$ cat config.mk
export PLATFORM = sky130hd
export DESIGN_NAME = aux_reply_timer
export DESIGN_NICKNAME = d
export VERILOG_FILES = /design/src/rtl/aux_tmr_pkg.sv /design/src/rtl/aux_tmr_encode.sv /design/src/rtl/aux_tmr_span.sv /design/src/rtl/aux_tmr_count.sv /design/src/rtl/aux_reply_timer.sv
export SDC_FILE = /design/constraint.sdc
export NUM_CORES = 1
export LEC_CHECK = 0
export ABC_AREA = 1
export BUFFER_PORTS_ARGS = -buffer_cell sky130_fd_sc_hd__buf_4
export CORE_ASPECT_RATIO = 1.75
export CORE_UTILIZATION = 58
export CTS_CLUSTER_SIZE = 8
export DETAILED_ROUTE_END_ITERATION = 7
export PLACE_DENSITY = 0.77
export RECOVER_POWER = 50
export SLEW_MARGIN = 20
export SYNTH_ARGS = -nofsm -noshare
export SYNTH_HDL_FRONTEND = slang
export SYNTH_SLANG_ARGS = --single-unit
$ cat constraint.sdc
create_clock -name clk -period 3.7 [get_ports clk]
set_clock_uncertainty 0.15 [all_clocks]
set_input_delay 0.555 -clock clk [delete_from_list [all_inputs] [get_ports clk]]
set_output_delay 0.555 -clock clk [all_outputs]
set_load 0.01 [all_outputs]
$ cat src/rtl/aux_tmr_pkg.sv
package aux_tmr_pkg;

    // encoding field widths
    localparam int unsigned LEN_W       = 7;
    localparam int unsigned CODE_W      = 2;
    // log2 of the smallest unit (8 us)
    localparam int unsigned UNIT_SHIFT0 = 3;
    // width of a span in microseconds: length shifted by the largest unit
    localparam int unsigned SPAN_W      = LEN_W + UNIT_SHIFT0 + (1 << CODE_W) - 1;

    typedef struct packed {
        logic [CODE_W-1:0] code;
        logic [LEN_W-1:0]  len;
    } tmr_enc_t;

endpackage

$ cat src/rtl/aux_tmr_encode.sv
module aux_tmr_encode
    import aux_tmr_pkg::*;
#(
    parameter int unsigned REQ_W   = 16,
    parameter int unsigned STEP    = 1016,
    parameter int unsigned LEN_CAP = 127,
    parameter int unsigned DEF_LEN = 69
) (
    input  logic [REQ_W-1:0] req_us,
    output tmr_enc_t         enc
);

    localparam int unsigned NCODES = 1 << CODE_W;
    localparam int unsigned RW1    = REQ_W + 1;

    always_comb begin
        logic [CODE_W-1:0] code;
        logic [REQ_W-1:0]  quo;
        logic [REQ_W-1:0]  mask;
        logic              rem;
        logic [RW1-1:0]    rounded;

        // smallest unit whose range covers the request
        code = CODE_W'(NCODES - 1);
        for (int c = NCODES - 2; c >= 0; c--) begin
            if (32'(req_us) <= (STEP << c)) begin
                code = CODE_W'(c);
            end
        end

        quo     = req_us >> (UNIT_SHIFT0 + 32'(code));
        mask    = (REQ_W'(1) << (UNIT_SHIFT0 + 32'(code))) - REQ_W'(1);
        rem     = |(req_us & mask);
        rounded = {1'b0, quo} + RW1'(rem);

        if (req_us == '0) begin
            enc.code = '0;
            enc.len  = LEN_W'(DEF_LEN);
        end else if (rounded > RW1'(LEN_CAP)) begin
            enc.code = code;
            enc.len  = LEN_W'(LEN_CAP);
        end else begin
            enc.code = code;
            enc.len  = rounded[LEN_W-1:0];
        end
    end

endmodule

$ cat src/rtl/aux_tmr_span.sv
module aux_tmr_span
    import aux_tmr_pkg::*;
(
    input  tmr_enc_t          enc,
    output logic [SPAN_W-1:0] span_us
);

    // length times the unit selected by the code
    assign span_us = SPAN_W'(enc.len) << (UNIT_SHIFT0 + 32'(enc.code));

endmodule

$ cat src/rtl/aux_tmr_count.sv
module aux_tmr_count
    import aux_tmr_pkg::*;
(
    input  logic              clk,
    input  logic              rst_n,
    input  logic              start,
    input  logic              tick,
    input  logic              reply,
    input  logic [SPAN_W-1:0] load_us,
    output logic              fire
);

    typedef struct packed {
        logic              run;
        logic [SPAN_W-1:0] left;
        logic              fire;
    } cnt_s;

    cnt_s cnt_d, cnt_q;

    always_comb begin
        cnt_d      = cnt_q;
        cnt_d.fire = 1'b0;
        if (start) begin
            cnt_d.run  = 1'b1;
            cnt_d.left = load_us;
        end else if (cnt_q.run) begin
            if (reply) begin
                cnt_d.run = 1'b0;
            end else if (tick) begin
                if (cnt_q.left <= SPAN_W'(1)) begin
                    cnt_d.left = '0;
                    cnt_d.run  = 1'b0;
                    cnt_d.fire = 1'b1;
                end else begin
                    cnt_d.left = cnt_q.left - SPAN_W'(1);
                end
            end
        end
    end

    always_ff @(posedge clk) begin
        if (!rst_n) begin
            cnt_q <= '0;
        end else begin
            cnt_q <= cnt_d;
        end
    end

    assign fire = cnt_q.fire;

endmodule

$ cat src/rtl/aux_reply_timer.sv
module aux_reply_timer
    import aux_tmr_pkg::*;
#(
    parameter int unsigned REQ_W   = 16,
    parameter int unsigned STEP    = 1016,
    parameter int unsigned LEN_CAP = 127,
    parameter int unsigned DEF_LEN = 69
) (
    input  logic              clk,
    input  logic              rst_n,
    input  logic              us_tick,
    input  logic              cfg_valid,
    input  logic [REQ_W-1:0]  cfg_us,
    input  logic              start,
    input  logic              reply_seen,
    output logic              timeout_pulse,
    output logic [SPAN_W-1:0] prev_us
);

    typedef struct packed {
        tmr_enc_t          enc;
        logic [SPAN_W-1:0] prev;
    } top_s;

    localparam top_s RST_STATE = '{
        enc:  '{code: '0, len: LEN_W'(DEF_LEN)},
        prev: '0
    };

    top_s              top_d, top_q;
    tmr_enc_t          new_enc;
    logic [SPAN_W-1:0] cur_span;

    aux_tmr_encode #(
        .REQ_W  (REQ_W),
        .STEP   (STEP),
        .LEN_CAP(LEN_CAP),
        .DEF_LEN(DEF_LEN)
    ) u_encode (
        .req_us(cfg_us),
        .enc   (new_enc)
    );

    aux_tmr_span u_span (
        .enc    (top_q.enc),
        .span_us(cur_span)
    );

    always_comb begin
        top_d = top_q;
        if (cfg_valid) begin
            top_d.prev = cur_span;
            top_d.enc  = new_enc;
        end
    end

    always_ff @(posedge clk) begin
        if (!rst_n) begin
            top_q <= RST_STATE;
        end else begin
            top_q <= top_d;
        end
    end

    aux_tmr_count u_count (
        .clk    (clk),
        .rst_n  (rst_n),
        .start  (start),
        .tick   (us_tick),
        .reply  (reply_seen),
        .load_us(cur_span),
        .fire   (timeout_pulse)
    );

    assign prev_us = top_q.prev;

endmodule

# Word-level counts from Yosys, hierarchy flattened
# Index checks and enable logic that the tools add are counted.
# word_totals
n_memories	0
output_inout_bits	14
regBits	37
latchBits	0
wordCells	43
in_bits	22
rom_bits	0
ram_bits	0
# op_classes
add_sub_neg	5
div	0
magnitude_cmp	5
muxes	13
reduce_logical	6
n_mul	0
n_eq_ne	1
n_bitwise	4
shifts	3
# ops
operator	n
1-bit by 32-bit left shift with 16-bit output, first input constant	1
7-bit by 32-bit left shift with 13-bit output	1
16-bit by 32-bit >> shifter with 16-bit output	1
15-bit 2-to-1 mux	2
14-bit 2-to-1 mux	2
16-bit by 1-bit adder with 17-bit output	1
17-bit by 7-bit greater-than comparator with 1-bit output, second input constant	1
16-bit bitwise AND	1
16-bit by 10-bit <= comparator with 1-bit output, second input constant	1
16-bit by 11-bit <= comparator with 1-bit output, second input constant	1
16-bit by 12-bit <= comparator with 1-bit output, second input constant	1
16-bit zero test	1
16-bit OR reduction	1
16-bit by 2-bit subtractor with 16-bit output, second input constant	1
13-bit by 1-bit <= comparator with 1-bit output, second input constant	1
13-bit 2-to-1 mux	1
13-bit by 1-bit subtractor with 13-bit output, second input constant	1
9-bit 2-to-1 mux	1
7-bit 2-to-1 mux	1
2-bit by 2-bit adder with 3-bit output, first input constant	2
5-bit OR reduction	1
1-bit 2-to-1 mux	4
2-bit 2-to-1 mux	2
2-bit nonzero test	2
other kinds (3)	5

# Logic depth before layout (Yosys ltp)
# Gate-level depths: netlist of run 1.
# logic_depth
word_depth	13
mapped_depth	22
ltp_nobuf	22

# Modules after synthesis
# Synthesis of run 1 repeated with hierarchy kept, for this count alone.
# unflattened
hier_cells	551
hier_area_um2	3400.8
# modules_own_cells
module	instances	seq_area_each_um2	area_per_inst_um2	cells_per_inst
aux_tmr_count	1	300.3	1118.6	170
aux_reply_timer	1	440.4	1011.0	147
aux_tmr_encode	1	0.0	905.9	166
aux_tmr_span	1	0.0	365.4	68

# Least setup slack after synthesis of run 1
# No wires, ideal clock.
# synth_path
path_kind	in2reg
start	input port cfg_us[5]
end	register top_q[13] (netlist bit)
slack_ps	503
stages	21
setup_ps	115
required_time_ps	3435
n_path_buf	0
t_arrival_ps	2932
cell_sequence	nand2_1 > nor2_4 > nand3_2 > nand2_1 > inv_1 > ha_1 > nor2_1 > a2111oi_0 > o2111ai_1 > ha_1 > ha_1 > inv_1 > nor2_2 > nand3_1 > nand3_2 > nand2_2 > nand3_2 > nor2_2 > nand2_1 > nand2_1 > nand2_1
# synth_between
elab_chain_len	13
word_cells_on_any_way	17
classes_between	add/sub: 3; order compare: 4; shift: 2; mux: 5; bitwise: 1; reduce/logical: 2
# synth_lines
item	line_no	text
start: declaration	aux_reply_timer.sv:13	input logic [REQ_W-1:0] cfg_us,
16-bit by 12-bit <= comparator with 1-bit output	aux_tmr_encode.sv:26	if (32'(req_us) <= (STEP << c)) begin
1-bit 2-to-1 mux	aux_tmr_encode.sv:26	
2-bit 2-to-1 mux (2 in series)	aux_tmr_encode.sv:26	
2-bit by 2-bit adder with 3-bit output	aux_tmr_encode.sv:31, aux_tmr_encode.sv:32	
1-bit by 32-bit left shift with 16-bit output	aux_tmr_encode.sv:32	mask = (REQ_W'(1) << (UNIT_SHIFT0 + 32'(code))) - REQ_W'(1);
16-bit by 2-bit subtractor with 16-bit output	aux_tmr_encode.sv:32	
16-bit bitwise AND	aux_tmr_encode.sv:33	rem = |(req_us & mask);
16-bit OR reduction	aux_tmr_encode.sv:33	
16-bit by 1-bit adder with 17-bit output	aux_tmr_encode.sv:34	rounded = {1'b0, quo} + RW1'(rem);
17-bit by 7-bit greater-than comparator with 1-bit output	aux_tmr_encode.sv:39	end else if (rounded > RW1'(LEN_CAP)) begin
7-bit 2-to-1 mux	aux_tmr_encode.sv:39	
9-bit 2-to-1 mux (*)	aux_tmr_encode.sv:36	if (req_us == '0) begin
end signal: assignment	aux_reply_timer.sv:61	top_q <= top_d;
end: declaration	aux_reply_timer.sv:30	top_s top_d, top_q;
# Mark *: on every way between the ends. The rest lies on a longest branch, timed or not.
# A chain may end at the register's enable or synchronous reset.

# Worst setup path after layout of run 1
# layout_path
start	input port cfg_us[0]
end	register top_q[19] (netlist bit)
# Same word-level chain as after synthesis.

==> results of run 1 <==
cells in the mapped netlist (4+ instances only):
cell | n | area [um2]
a21oi_1 | 17 | 85.1
nand2_2 | 9 | 56.3
nor2_1 | 43 | 161
xor2_1 | 10 | 87.6
nor2_4 | 4 | 45.0
ha_1 | 7 | 87.6
dfxtp_1 | 37 | 741
nand3_2 | 7 | 70.1
o21ai_0 | 16 | 80.1
inv_1 | 37 | 139
nand2_1 | 136 | 510
mux2i_1 | 4 | 40.0
nand4_1 | 7 | 43.8
buf_4 | 13 | 97.6
nor3_1 | 5 | 25.0
a31oi_1 | 14 | 87.6
xnor2_1 | 4 | 35.0
clkbuf_1 | 11 | 41.3
nand3_1 | 35 | 175
registers in the layout, summed over array words and instances, names as in the netlist:
name,flops
u_count.cnt_q,14
prev_us,13
top_q,9
u_count.fire,1
layer usage:
metal  vias up  share of wire, %  track usage, %
li1       1462                 -               -
met1      1320                34            26.3
met2        79                57            61.7
met3        34               2.4            3.56
met4         0               6.0            22.0
met5         -                 0               0
cell type report:
type / count / area [um2]
clock buffers: 7 / 96.3
clock inverters: 1 / 5.00
fillers: 493 / 1600
inverters: 41 / 156
multi-input cells: 337 / 1740
flip-flops and latches: 37 / 741
well taps: 52 / 65.1
repair buffers: 42 / 259
power by group:
part / total [mW] / switching, mW / internal (mW)
registers: 0.455 / 0.0277 / 0.428
logic: 0.325 / 0.206 / 0.120
clock network: 0.314 / 0.146 / 0.168
total: 1.09 / 0.379 / 0.716
stage by stage:
| step | power [mW] | setup WS (ps) | hold slack (ps) | instances |
|---|---|---|---|---|
| floorplan | 0.703 | 503 | 295 | 445 |
| global placement | 0.785 | 147 | 306 | 509 |
| detailed placement | 0.789 | 67.0 | 308 | 509 |
| CTS | 1.10 | 375 | 319 | 517 |
| global route | 1.16 | 62.1 | 336 | 517 |
| finish | 1.09 | 353 | 313 | 517 |
how the worst max path moves through the flow:
stage,startpoint,end,depth (start not counted)
6_report,cfg_us[0],top_q[19],21
5_1_grt,cfg_us[0],top_q[19],21
4_1_cts,cfg_us[0],top_q[13],21
3_5_place_dp,cfg_us[0],top_q[19],21
3_3_place_gp,cfg_us[0],top_q[13],21
2_1_floorplan,cfg_us[5],top_q[13],21
kinds of logic after synthesis:
group                    share of synthesized area (%)
buffers and inverters                             12.2
multiplexers                                      1.42
other                                            0.266
flip-flops                                        26.3
adder cells (fa/ha/maj)                           3.11
AND/OR/NAND/NOR                                   42.0
XOR/XNOR                                          4.35
AO/OA/AOI/OAI                                     10.4
worst max-delay path: stages:
cell       delay, ps
buf_4            110
nor2_1           190
nand3_1          180
nand3_2          130
nand2_1           90
ha_1             290
nor2_1            40
a2111oi_0        360
o2111ai_1        170
ha_1             260
ha_1             230
inv_1             70
nor2_2            50
nand3_1           90
nand3_2           70
nand2_2          100
nand3_2           70
nor2_2           130
nand2_1           70
nand2_1           60
nand2_1           60
==> flow_metrics.env, run 1 <==
export IMPL_grt_ovfl_total=0
export IMPL_final_common_cell="nand2_1"
export IMPL_antenna_cells=0
export IMPL_drtPass1Iterations=5
export IMPL_status="finished, final reports clean"
export IMPL_syn_to_final_growth_pct=8.70
export IMPL_hp_start="prev_us[2]"
export IMPL_min_path_type="flip-flop to flip-flop"
export IMPL_final_cell_mix="nand2_1 (136), nor2_1 (43), inv_1 (37), dfxtp_1 (37), nand3_1 (35)"
export IMPL_async_flop_share_pct=0
export IMPL_cts_setup_buffers=0
export IMPL_maxCapViolCount=0
export IMPL_drive_gt1_share_pct=13.8
export IMPL_die_h_um=94.2
export IMPL_start_util_pct=60.4
export IMPL_vdd_ir_drop_worst_v=0.000272
export IMPL_place_hpwl_um=5740
export IMPL_vias=2895
export IMPL_cts_tree="yes"
export IMPL_fmax_ghz=0.299
export IMPL_syn_area_mm2=0.00282
export IMPL_seq_area_frac_synth_pct=26.3
export IMPL_rsz0062_at_grt="false"
export IMPL_ys_warnings_count=0
export IMPL_htreeDepth=2
export IMPL_clock_path_buffers=2
export IMPL_max_slew_margin_pct=38.2
export IMPL_ios=36
export IMPL_floorplan_rows=33
export IMPL_hold_buffers=0
export IMPL_grt_pass1_wl_um=11900
export IMPL_fin_nets=493
export IMPL_reg2reg_slack_ps=1140
export IMPL_gp_congestion=0.942
export IMPL_vias_per_cell=5.60
export IMPL_p_leak_nw=1.41
export IMPL_crit_path_max_fanout=5
export IMPL_root_buffer="clkbuf_8"
export IMPL_ant_nets=0
export IMPL_tns_ps=0
export IMPL_synthDistinctLibCells=38
export IMPL_cts_buffers=5
export IMPL_synth_edf_count=0
export IMPL_setup_violations=0
export IMPL_grt_antenna_before_repair=0
export IMPL_power_density_mw_per_mm2=357
export IMPL_crit_type="input pin to flip-flop"
export IMPL_drc=0
export IMPL_drv_slew=0
export IMPL_fin_util_pct=65.7
export IMPL_postSynthCellCount=445
export IMPL_r2r_start="top_q[20]"
export IMPL_clkLatencyLatePin_ps=290
export IMPL_rr_worst_depth=8
export IMPL_wl_per_cell_um=14.2
export IMPL_fin_area_mm2=0.00306
export IMPL_worstPathRequired_ps=3730
export IMPL_syn_num_nets=474
export IMPL_die_x_um=54.7
export IMPL_die_area_mm2=0.00515
export IMPL_period_share_pct=90.5
export IMPL_portBuffers=35
export IMPL_final_min_clock_period_ps=3350
export IMPL_holdPathEnd="prev_us[2]"
export IMPL_endpoint_kind="flip-flop"
export IMPL_hold_viol=0
export IMPL_wirelength_um=7320
export IMPL_crit_arrival_ps=3380
export IMPL_placed_area_mm2=0.00301
export IMPL_grt_pass1_vias=2776
export IMPL_worstMarginPinSlew_ps=927
export IMPL_core_area_mm2=0.00467
export IMPL_post_cts_resized=0
export IMPL_ys_flop_type="dfxtp_1"
export IMPL_grt_start_max_net_pins=37
export IMPL_min_path_cells=2
export IMPL_syn_avg_cell_area_um2=6.33
export IMPL_cp_start_kind="input pin"
export IMPL_path_clk_slew_ps=70
export IMPL_drtIter0Drc=43
export IMPL_clock_sinks=37
export IMPL_ys_ff_latch=37
export IMPL_r2r_end="u_count.cnt_q[7]"
export IMPL_gr_usage_all_layers_pct=31.7
(Power assumes the default switching activity.)
==> inputs of run 2 (changes only) <==
--- a/config.mk
+++ b/config.mk
@@ -6,12 +6,13 @@
 export NUM_CORES = 1
 export LEC_CHECK = 0
 export ABC_AREA = 1
-export BUFFER_PORTS_ARGS = -buffer_cell sky130_fd_sc_hd__buf_4
 export CORE_ASPECT_RATIO = 1.75
-export CORE_UTILIZATION = 58
+export CORE_UTILIZATION = 60
 export CTS_CLUSTER_SIZE = 8
 export DETAILED_ROUTE_END_ITERATION = 7
-export PLACE_DENSITY = 0.77
+export DONT_BUFFER_PORTS = 1
+export MAX_ROUTING_LAYER = met4
+export PLACE_DENSITY = 0.73
 export RECOVER_POWER = 50
 export SLEW_MARGIN = 20
 export SYNTH_ARGS = -nofsm -noshare
==> flow_metrics.env, run 2 (synthesis gave the netlist of run 1 again) <==
export IMPL_vdd_ir_drop_worst_v=0.000326
export IMPL_fin_area_mm2=0.00280
export IMPL_status="finished, final reports clean"
export IMPL_drtIter0Drc=71
export IMPL_setup_ws_ps=470
export IMPL_ios=36
export IMPL_hold_viol=0
export IMPL_max_slew_margin_pct=57.4
export IMPL_stdcell_count=476
export IMPL_endpoint_kind="flip-flop"
export IMPL_vias_per_cell=5.70
export IMPL_core_area_mm2=0.00444
export IMPL_grt_antenna_before_repair=0
export IMPL_post_cts_resized=0
export IMPL_clock_path_buffers=2
export IMPL_fin_nets=453
export IMPL_gr_usage_all_layers_pct=30.7
export IMPL_grt_pass1_wl_um=10800
export IMPL_grt_pass1_vias=2520
export IMPL_cts_buffers=5
export IMPL_clkLatencyLatePin_ps=300
export IMPL_cp_start_kind="input pin"
export IMPL_fmax_ghz=0.310
export IMPL_rsz0062_at_grt="false"
export IMPL_start_util_pct=63.4
export IMPL_wirelength_um=6890
export IMPL_drtPass1Iterations=4
export IMPL_gp_congestion=0.959
export IMPL_crit_arrival_ps=3260
export IMPL_tns_ps=0
export IMPL_setup_violations=0
export IMPL_clock_sinks=37
export IMPL_placed_area_mm2=0.00271
export IMPL_floorplan_rows=32
export IMPL_seq_area_um2=741
export IMPL_dp_cells=468
export IMPL_maxCapViolCount=0
export IMPL_largest_reg_flops=14
export IMPL_top_register="u_count.cnt_q"
export IMPL_worstPathRequired_ps=3730
export IMPL_fin_util_pct=63.0
export IMPL_root_buffer="clkbuf_8"
export IMPL_min_path_type="input pin to flip-flop"
export IMPL_period_share_pct=87.3
export IMPL_worstMarginPinSlew_ps=637
export IMPL_place_hpwl_um=5410
export IMPL_die_x_um=53.8
export IMPL_crit_path_max_fanout=12
export IMPL_final_cell_mix="nand2_1 (137), nor2_1 (43), inv_1 (37), dfxtp_1 (37), nand3_1 (35)"
export IMPL_pre_cts_slack_ps=210
export IMPL_die_area_mm2=0.00499
export IMPL_holdWs_ps=186
export IMPL_fill_cells=450
export IMPL_htreeDepth=2
export IMPL_grt_start_max_net_pins=24
export IMPL_ant_nets=0
export IMPL_cts_tree="yes"
export IMPL_final_min_clock_period_ps=3230
export IMPL_syn_to_final_growth_pct=-0.755
export IMPL_multi_input_area_mm2=0.00174
export IMPL_wl_per_cell_um=14.5
export IMPL_die_h_um=92.7
export IMPL_drc=0
export IMPL_drive_gt1_share_pct=8.71
export IMPL_cts_setup_buffers=0
export IMPL_portBuffers=0
export IMPL_final_common_cell="nand2_1"
export IMPL_hold_buffers=0
export IMPL_power_total_mw=1.01
export IMPL_grt_ovfl_total=0
export IMPL_power_density_mw_per_mm2=362
export IMPL_crit_type="input pin to flip-flop"
export IMPL_p_leak_nw=1.26
export IMPL_antenna_cells=0
export IMPL_drv_slew=0
export IMPL_vias=2715
export IMPL_path_clk_slew_ps=80
## run 2: changes by cell type in the layout (fill, tap and decap cells not counted), sizes merged
cell | previous run | this run
clkbuf | 22 | 6
clkinv | 3 | 4
buf | 27 | 2
## run 2: critical path: stages
cell	delay, ps
nor2_4	160
nand2_2	120
nor2_1	100
nand2_1	310
nand3_4	290
nand2_4	120
nand2_1	110
nand3_1	70
o211ai_1	160
inv_1	80
ha_1	210
ha_1	220
inv_1	70
nor2_2	50
nand3_1	90
nand3_2	60
nand2_2	110
nand3_2	70
nor2_2	140
nand2_1	70
nand2_1	60
nand2_1	40
## run 2: final timing paths
| check | start | to | slack (ps) | depth (start not counted) |
|---|---|---|---|---|
| max | cfg_us[15] | top_q[15] | 470 | 22 |
| min | start | u_count.fire | 190 | 1 |
| max reg2reg | top_q[20] | prev_us[6] | 1160 | 7 |
| min reg2reg | top_q[21] | top_q[21] | 320 | 2 |
## run 2: layer usage
| metal | vias to the layer above | wire length [um] | track usage, % |
|---|---|---|---|
| met3 | 34 | 139 | 3.61 |
| met4 | 0 | 471 | 25.2 |
| li1 | 1390 | - | - |
| met2 | 71 | 3860 | 55.2 |
| met1 | 1220 | 2420 | 25.8 |
| met5 | - | 0 | - |
## run 2: cell type report
cell class	instances	share of cell area, %
repair buffers	2	0.537
flip-flops and latches	37	26.5
clock inverters	2	0.358
inverters	41	5.59
multi-input cells	337	62.2
clock buffers	6	2.59
well taps	51	2.28
## run 2: where the power goes
part	total [mW]	switching [mW]	leakage, nW	internal, mW
registers	0.461	0.0335	0.305	0.428
clock network	0.276	0.145	0.0450	0.131
logic	0.275	0.175	0.915	0.0998
